### config.mk
export PLATFORM = sky130hd
export DESIGN_NAME = wstripe_tx
export DESIGN_NICKNAME = d
export VERILOG_FILES = /design/src/rtl/wstripe_pkg.sv /design/src/rtl/wstripe_sched.sv /design/src/rtl/wstripe_fill.sv /design/src/rtl/wstripe_lane.sv /design/src/rtl/wstripe_tx.sv
export SDC_FILE = /design/constraint.sdc
export NUM_CORES = 1
export LEC_CHECK = 0
export BUFFER_PORTS_ARGS = -buffer_cell sky130_fd_sc_hd__buf_4
export CAP_MARGIN = 20
export CORE_MARGIN = 2
export CORE_UTILIZATION = 63
export CTS_CLUSTER_DIAMETER = 30
export DETAILED_ROUTE_END_ITERATION = 7
export GPL_ROUTABILITY_DRIVEN = 1
export GPL_TIMING_DRIVEN = 0
export PLACE_DENSITY = 0.91
export SLEW_MARGIN = 15
export SYNTH_ARGS = -nofsm -noshare
export SYNTH_HDL_FRONTEND = slang
export SYNTH_HIERARCHICAL = 1
export SYNTH_SLANG_ARGS = --single-unit
### constraint.sdc
create_clock -name clk -period 2.4 [get_ports clk]
set_input_delay 0.12 -clock clk [delete_from_list [all_inputs] [get_ports clk]]
set_output_delay 0.12 -clock clk [all_outputs]
set_load 0.005 [all_outputs]
### src/rtl/wstripe_pkg.sv
package wstripe_pkg;

   // Lane activity: waiting for the first word, or streaming words
   typedef enum logic {
      LN_WAIT = 1'b0,
      LN_BUSY = 1'b1
   } lane_state_e;

   // Default idle control character sent while a lane has no word
   localparam logic [7:0] IDLE_CHAR_DEF = 8'h07;

   function automatic bit is_pow2(input int v);
      return (v > 0) && ((v & (v - 1)) == 0);
   endfunction

endpackage

### src/rtl/wstripe_sched.sv
// Slot rotation: one word slot per clock, handed to lanes in turn.
module wstripe_sched #(
   parameter int NUM_LANES = 4,
   localparam int PTR_W    = (NUM_LANES > 1) ? $clog2(NUM_LANES) : 1
) (
   input  logic                 clk,
   input  logic                 rst_n,
   output logic [NUM_LANES-1:0] load
);

   logic [PTR_W-1:0] slot_ptr;

   always_ff @(posedge clk or negedge rst_n) begin
      if (!rst_n) begin
         slot_ptr <= '0;
      end else if (slot_ptr == PTR_W'(NUM_LANES - 1)) begin
         slot_ptr <= '0;
      end else begin
         slot_ptr <= slot_ptr + 1'b1;
      end
   end

   for (genvar k = 0; k < NUM_LANES; k++) begin : g_dec
      assign load[k] = (slot_ptr == PTR_W'(k));
   end

   // the rotation moves to the following lane on every clock
   a_r2_rotation_step: assert property (@(posedge clk) disable iff (!rst_n)
      $past(load[NUM_LANES-1]) |-> load[0]);

   a_r2_single_target: assert property (@(posedge clk) disable iff (!rst_n)
      $countones(load) == 1);

endmodule

### src/rtl/wstripe_fill.sv
// Slot content: the host word when valid, otherwise an all-control idle word.
module wstripe_fill #(
   parameter int              BYTE_W    = 8,
   parameter int              NUM_BYTES = 4,
   parameter logic [BYTE_W-1:0] IDLE_CHAR = 'h07,
   localparam int             WORD_W    = BYTE_W * NUM_BYTES
) (
   input  logic                 vld,
   input  logic [WORD_W-1:0]    in_data,
   input  logic [NUM_BYTES-1:0] in_ctl,
   output logic [WORD_W-1:0]    slot_data,
   output logic [NUM_BYTES-1:0] slot_ctl
);

   logic [WORD_W-1:0] idle_word;

   for (genvar j = 0; j < NUM_BYTES; j++) begin : g_idle
      assign idle_word[j*BYTE_W +: BYTE_W] = IDLE_CHAR;
   end

   always_comb begin
      if (vld) begin
         slot_data = in_data;
         slot_ctl  = in_ctl;
      end else begin
         slot_data = idle_word;
         slot_ctl  = '1;
      end
   end

endmodule

### src/rtl/wstripe_lane.sv
// One lane: holds a whole word and releases it one byte per clock.
module wstripe_lane
   import wstripe_pkg::*;
#(
   parameter int                BYTE_W    = 8,
   parameter int                NUM_BYTES = 4,
   parameter logic [BYTE_W-1:0] IDLE_CHAR = 'h07,
   localparam int               WORD_W    = BYTE_W * NUM_BYTES,
   localparam int               IDX_W     = (NUM_BYTES > 1) ? $clog2(NUM_BYTES) : 1
) (
   input  logic                 clk,
   input  logic                 rst_n,
   input  logic                 load,
   input  logic [WORD_W-1:0]    word_data,
   input  logic [NUM_BYTES-1:0] word_ctl,
   output logic [BYTE_W-1:0]    out_byte,
   output logic                 out_ctl
);

   lane_state_e              state;
   logic [WORD_W-1:0]        hold_data;
   logic [NUM_BYTES-1:0]     hold_ctl;
   logic [IDX_W-1:0]         byte_idx;

   always_ff @(posedge clk or negedge rst_n) begin
      if (!rst_n) begin
         state     <= LN_WAIT;
         hold_data <= '0;
         hold_ctl  <= '0;
         byte_idx  <= '0;
      end else if (load) begin
         state     <= LN_BUSY;
         hold_data <= word_data;
         hold_ctl  <= word_ctl;
         byte_idx  <= '0;
      end else if (state == LN_BUSY) begin
         byte_idx  <= byte_idx + 1'b1;
      end
   end

   always_comb begin
      if (state == LN_WAIT) begin
         out_byte = IDLE_CHAR;
         out_ctl  = 1'b1;
      end else begin
         out_byte = hold_data[byte_idx*BYTE_W +: BYTE_W];
         out_ctl  = hold_ctl[byte_idx];
      end
   end

   // a busy lane is reloaded only as its last byte ends
   a_r4_reload_at_end: assert property (@(posedge clk) disable iff (!rst_n)
      (load && state == LN_BUSY) |-> byte_idx == IDX_W'(NUM_BYTES - 1));

   // between loads the byte index only moves forward by one
   a_r4_index_steps: assert property (@(posedge clk) disable iff (!rst_n)
      (!$past(load) && $past(state) == LN_BUSY && state == LN_BUSY)
      |-> byte_idx == $past(byte_idx) + 1'b1);

endmodule

### src/rtl/wstripe_tx.sv
// Top: whole-word striping over staggered byte lanes.
module wstripe_tx
   import wstripe_pkg::*;
#(
   parameter int                NUM_LANES = 4,
   parameter int                BYTE_W    = 8,
   parameter logic [BYTE_W-1:0] IDLE_CHAR = IDLE_CHAR_DEF,
   localparam int               WORD_W    = NUM_LANES * BYTE_W
) (
   input  logic                 clk,
   input  logic                 rst_n,
   input  logic                 host_vld,
   input  logic [WORD_W-1:0]    host_data,
   input  logic [NUM_LANES-1:0] host_ctl,
   output logic [WORD_W-1:0]    lane_data,
   output logic [NUM_LANES-1:0] lane_ctl
);

   // The byte count per word equals the lane count so reloads meet word ends
   if (!is_pow2(NUM_LANES)) begin : g_chk_lanes
      $error("wstripe_tx: NUM_LANES must be a power of two");
   end
   if (BYTE_W < 1) begin : g_chk_byte
      $error("wstripe_tx: BYTE_W must be positive");
   end

   logic [NUM_LANES-1:0] load;
   logic [WORD_W-1:0]    slot_data;
   logic [NUM_LANES-1:0] slot_ctl;

   wstripe_sched #(.NUM_LANES(NUM_LANES)) u_sched (
      .clk   (clk),
      .rst_n (rst_n),
      .load  (load)
   );

   wstripe_fill #(
      .BYTE_W    (BYTE_W),
      .NUM_BYTES (NUM_LANES),
      .IDLE_CHAR (IDLE_CHAR)
   ) u_fill (
      .vld       (host_vld),
      .in_data   (host_data),
      .in_ctl    (host_ctl),
      .slot_data (slot_data),
      .slot_ctl  (slot_ctl)
   );

   for (genvar k = 0; k < NUM_LANES; k++) begin : g_lane
      wstripe_lane #(
         .BYTE_W    (BYTE_W),
         .NUM_BYTES (NUM_LANES),
         .IDLE_CHAR (IDLE_CHAR)
      ) u_lane (
         .clk       (clk),
         .rst_n     (rst_n),
         .load      (load[k]),
         .word_data (slot_data),
         .word_ctl  (slot_ctl),
         .out_byte  (lane_data[k*BYTE_W +: BYTE_W]),
         .out_ctl   (lane_ctl[k])
      );
   end

   // Edges seen since reset release, saturating; qualifies $past windows
   logic [2:0] age;
   always_ff @(posedge clk or negedge rst_n) begin
      if (!rst_n)          age <= '0;
      else if (age != '1)  age <= age + 1'b1;
   end

   for (genvar k = 0; k < NUM_LANES; k++) begin : g_chk
      // first byte and its flag leave in the cycle after the word arrives
      a_r3_first_byte: assert property (@(posedge clk) disable iff (!rst_n)
         (age >= 3'd1 && $past(load[k]) && $past(host_vld))
         |-> (lane_data[k*BYTE_W +: BYTE_W] == $past(host_data[0 +: BYTE_W])
              && lane_ctl[k] == $past(host_ctl[0])));

      // the last byte leaves NUM_LANES-1 clocks after the first
      a_r5_last_byte: assert property (@(posedge clk) disable iff (!rst_n)
         (age >= 3'd4 && $past(load[k], 4) && $past(host_vld, 4))
         |-> (lane_data[k*BYTE_W +: BYTE_W]
                 == $past(host_data[(NUM_LANES-1)*BYTE_W +: BYTE_W], 4)
              && lane_ctl[k] == $past(host_ctl[NUM_LANES-1], 4)));

      // an empty slot sends the idle character as a control byte
      a_r8_idle_fill: assert property (@(posedge clk) disable iff (!rst_n)
         (age >= 3'd1 && $past(load[k]) && !$past(host_vld))
         |-> (lane_ctl[k] && lane_data[k*BYTE_W +: BYTE_W] == IDLE_CHAR));
   end

endmodule

* Yosys cells after proc, flatten, opt, wreduce, memory -nomap -nowiden *
Index checks and enable logic that the tools add are counted.

cells by class
  $add $sub $neg = 5
  $lt $le $gt $ge = 4
  eq/ne operators = 3
  shift operators = 4
  mux-type cells = 27
  reductions and logical operators = 5

operators with widths
  cell                                                                   count
  32-bit by 6-bit variable part select with 8-bit output                 4
  32-bit two-way mux                                                     1
  8-bit two-way mux                                                      4
  2-bit two-way mux                                                      9
  2-bit by 3-bit < comparator with 1-bit output (second input constant)  4
  2-bit by 1-bit adder with 2-bit output (second input constant)         5
  1-bit binary-select mux with 2-bit select                              4
  1-bit two-way mux                                                      8
  2-bit nonzero test                                                     4
  2-bit == test (second input constant)                                  2
  4-bit two-way mux                                                      1
  2-bit by 1-bit == test with 1-bit output (second input constant)       1
  2-bit logical NOT                                                      1

storage, ports and cells
  register bits = 158
  input bits = 39
  word-level logic and storage cells = 65

* Longest topological paths before layout *
  word-level depth = 3
  mapped depth = 5
  gate-level depth less buffers = 3

* Cells and area by module *
Netlist, hierarchy kept.

by module, submodules not included
  module         instances  cells each  area each (um^2)  seq. area each (um^2)
  wstripe_lane   4          114         1729.2            975.9
  wstripe_fill   1          39          265.3             0.0
  wstripe_sched  1          9           111.4             50.0

* Least setup slack after synthesis *
No wires, ideal clock.

  kind = flip-flop to flip-flop
  start = register u_sched.slot_ptr[0]
  end = register g_lane[2].u_lane.hold_data[11]
  arrival time = 1336 ps
  path slack = 939 ps
  stages on the path, launching flop included = 6
  period minus slack after synthesis = 1461 ps
  cell sequence = dfrtp_1 inv_1 ha_1 buf_2 buf_4 mux2_2

between the ends
  longest elaborated chain between the ends = 1

RTL lines
  element                 RTL line             text
  start, declared         wstripe_sched.sv:11  logic [PTR_W-1:0] slot_ptr;
  start signal, assigned  wstripe_sched.sv:19  slot_ptr <= slot_ptr + 1'b1;
  2-bit == test           wstripe_sched.sv:24  assign load[k] = (slot_ptr == PTR_W'(k));
  named net load[2]       wstripe_tx.sv:27     logic [NUM_LANES-1:0] load;
  end signal, assigned    wstripe_lane.sv:33   hold_data <= word_data;
  end, declared           wstripe_lane.sv:21   logic [WORD_W-1:0] hold_data;

The timed path passes the listed nets, and every way through them passes these cells.
A chain may end at the register's enable or synchronous reset.

* Worst setup path after layout *
  start = register g_lane[0].u_lane.state
  end = output lane_data[3]

between the ends
  longest elaborated chain between the ends = 1

RTL lines
  element                 RTL line            text
  start, declared         wstripe_lane.sv:20  lane_state_e state;
  start signal, assigned  wstripe_lane.sv:27  state <= LN_WAIT;
  start signal, assigned  wstripe_lane.sv:32  state <= LN_BUSY;
  8-bit two-way mux       wstripe_lane.sv:42  if (state == LN_WAIT) begin
  end, declared           wstripe_tx.sv:15    output logic [WORD_W-1:0] lane_data,

Every way passes these cells.

==> run summary <==
CTS tree: built
Clock slew seen by the registers of the worst setup and hold paths: 0.06 ns
CTS buffer count: 17
First-pass DRT Iterations: 4
Reg2reg start: u_sched/slot_ptr[1]
Synthesized area: 7290 sq um
Worst endpoint required time: 2.28 ns
Mapped Cells: 504
Die X: 112 microns
Post-synth net total: 547
Register-to-Register Path Depth: 5
FILL cells: 734
Critical Path Start Type: register
Clock sink total: 158
Synth Area per Inst: 14.5 sq um
GRT overflow: 0
Largest net degree at the start of global routing: 113
Initial Util: 64.1%
Worst Skew: 0.0109 ns
Worst rel slew slack: 64.5%
Final Max Tran Viols: 0
Crit. End Element: output pin
Starting DRT DRC Count: 382
Synth area leader: dfrtp_1
Routed len/inst: 23.3 microns
FF/Latch Area: 3950 sq um
Seq cells post-synth: 158
CP max-delay cell: clkbuf_1
Critical-path cell list: clkbuf_1 -> nand2b_1 -> o22ai_1 -> buf_4
Switching share of total power: 21.8%
Layout Nets: 642
Sequential fraction of the synthesis area: 54.2%
Tmin final: 1.99 ns
Clk Latency, worst-skew pair: 0.42 ns
Crit path DAT: 1.87 ns
Hold Slack: 0.138 ns
Int Pwr: 4.63 mW
N_diodes: 0
Via density: 6.11
Post-route cell area: 8660 sq um
Critical path peak fanout: 10
Total wire length: 17600 microns
Gpl congestion: 0.830
Initial antenna violation count: 0
Fraction of layout cells with a size suffix above 1: 52.1%
Fmax: 502 MHz
Sequential Power Share: 48.3%
H-tree depth: 4
Top-area cell type share of the netlist area: 54.2%
CP Class: reg -> out
Clock buffer depth: 2
Period utilization: 83.0%
Final setup vio count: 0
Core area: 11400 sq um
Footprint of the multi-input gates: 3120 sq um
Unrepaired setup endpoints after global routing: no
I/O pin count: 75
Hold Path Class: in -> reg
Die area: 12500 sq um
YS warnings: 6
Pleak: 3.81 nW
Maxcap violations: 0
Yosys cell types: 22
Synth-to-Final Area Change: 18.7%
Total power: 5.92 mW
Clk root buf: clkbuf_16
Global Route Usage Sum: 30.1%
Cell Pwr Density: 683 nW/um^2
Crit path capture: lane_data[3]
Post-CTS Resized: 0
Setup TNS: 0 ns
CTS Hold Bufs: 1
Post-CTS setup repair buffer count: 0
Post-Place Cell Area: 8060 sq um
Synth area leaders: dfrtp_1 (54%), mux2_2 (22%), mux2i_1 (5.5%)
R2r endpoint: g_lane[1].u_lane/hold_data[11]
Vias in the first global route: 4993
Antenna Nets Post-Route: 0
Clock power frac: 44.4%
Height of the die: 112 microns
# DRC: 0
Core Util, Final: 76.2%
First-pass GRT wire length: 27900 microns
NetSw: 1.29 mW
Final hold violations: 0
DPL Wire Length: 11800 microns
Num rows: 39
Worst R2R Setup Slack: 0.62 ns
Worst path max stage delay: 0.37 ns
Via count: 4614
PortBufs: 74
Slew @ Worst Pin: 0.533 ns
Status: finished, final reports clean
Maximum VDD drop: 0.000644 V
Crit path from: g_lane[0].u_lane/state
Combinational Power Share: 7.4%
## through the flow
| stage | setup slack, ns | cells |
|---|---|---|
| final | 0.409 | 755 |
| after global routing | 0.321 | 755 |
| after CTS | 0.422 | 755 |
| after detailed placement | 0.680 | 722 |
| after global placement | 0.534 | 721 |
| after floorplan | 0.939 | 504 |
## metal layers
layer | wire length (microns) | part of all wire (%) | track usage [%]
met1 | 7090 | 40 | 39.8
met2 | 8600 | 49 | 48.6
met3 | 1250 | 7.1 | 7.35
met4 | 621 | 3.5 | 12.3
met5 | 0 | 0 | 0
## state kept, by name (all words and copies together) (netlist names)
| signal | flops |
|---|---|
| g_lane.u_lane/byte_idx | 8 |
| g_lane.u_lane/state | 4 |
| g_lane.u_lane/hold_data | 128 |
| g_lane.u_lane/hold_ctl | 16 |
| u_sched/slot_ptr | 2 |
## cells by family (layout without fill, tap and decap cells)
logic type / count (synthesis) / after routing / synth area share (%)
and+or+nand+nor: 73 / 73 / 6.57
DFF: 158 / 158 / 54.2
muxes: 200 / 200 / 32.7
AOI/OAI and AO/OA: 32 / 32 / 2.81
buffers and inverters: 37 / 145 / 3.05
adders and majority gates: 4 / 4 / 0.686
## cells in the mapped netlist
library cell and count:
dfrtp_1 158, clkbuf_2 2, nand3b_1 4, or2b_1 10
mux4_2 16, nand2_1 4, nand2b_1 30, a21bo_2 4
ha_1 4, or2_2 4, buf_2 17, mux2i_1 40
o22ai_1 20, and2_1 6, nor2_1 1, and2_2 14
buf_4 8, inv_1 2, mux2_2 144, buf_6 4
a21oi_1 8, clkbuf_1 4
## power by group through the flow
stage	clock network, mW	registers, mW	logic [mW]
2_1_floorplan	0	2.88	0.215
3_3_place_gp	0	2.89	0.406
3_5_place_dp	0	2.90	0.431
4_1_cts	2.66	2.86	0.438
5_1_grt	2.80	2.87	0.471
6_report	2.62	2.86	0.435
## critical path, delay by kind of cell (launching register included)
family                 cells  cell delay, ns
and+or+nand+nor            1            0.28
AOI/OAI and AO/OA          1            0.31
buffers and inverters      2            0.53
DFF                        1            0.34
## layout make-up
type                            count  area share, %
Multi-Input combinational cell    309           36.0
Sequential cell                   158           45.7
Tap cell                          143           2.07
Clock buffer                       21           5.43
Buffer                             35           2.49
Clock inverter                     11           1.33
Timing Repair Buffer               76           6.94
Inverter                            2         0.0867
## placed cells by master (no fill, tap or decap), types with 4 or more instances in the layout
master and count:
ha_1 4, nand2b_1 30, or2b_1 10, a21bo_2 4
dfrtp_1 158, clkinvlp_4 4, clkbuf_16 17, mux2i_1 40
o22ai_1 20, and2_2 14, a21oi_1 8, clkinv_2 5
buf_4 81, nand3b_1 4, and2_1 6, nand2_1 4
mux4_2 16, or2_2 4, buf_2 17, mux2_2 144
buf_6 4, clkbuf_1 5
## how the worst min path moves through the flow
stage                   startpoint                       endpoint  slack, ns  cells past startpoint
2_1_floorplan                rst_n   g_lane[0].u_lane/byte_idx[0]      -0.18                      0
3_3_place_gp   u_sched/slot_ptr[0]            u_sched/slot_ptr[0]       0.47                      1
3_5_place_dp                 rst_n   g_lane[2].u_lane/hold_ctl[1]       0.04                      1
4_1_cts               host_data[0]  g_lane[2].u_lane/hold_data[0]       0.12                      3
5_1_grt               host_data[0]  g_lane[2].u_lane/hold_data[0]       0.13                      3
6_report              host_data[0]  g_lane[2].u_lane/hold_data[0]       0.14                      3
Note: power is estimated with default switching activity, not from simulation.
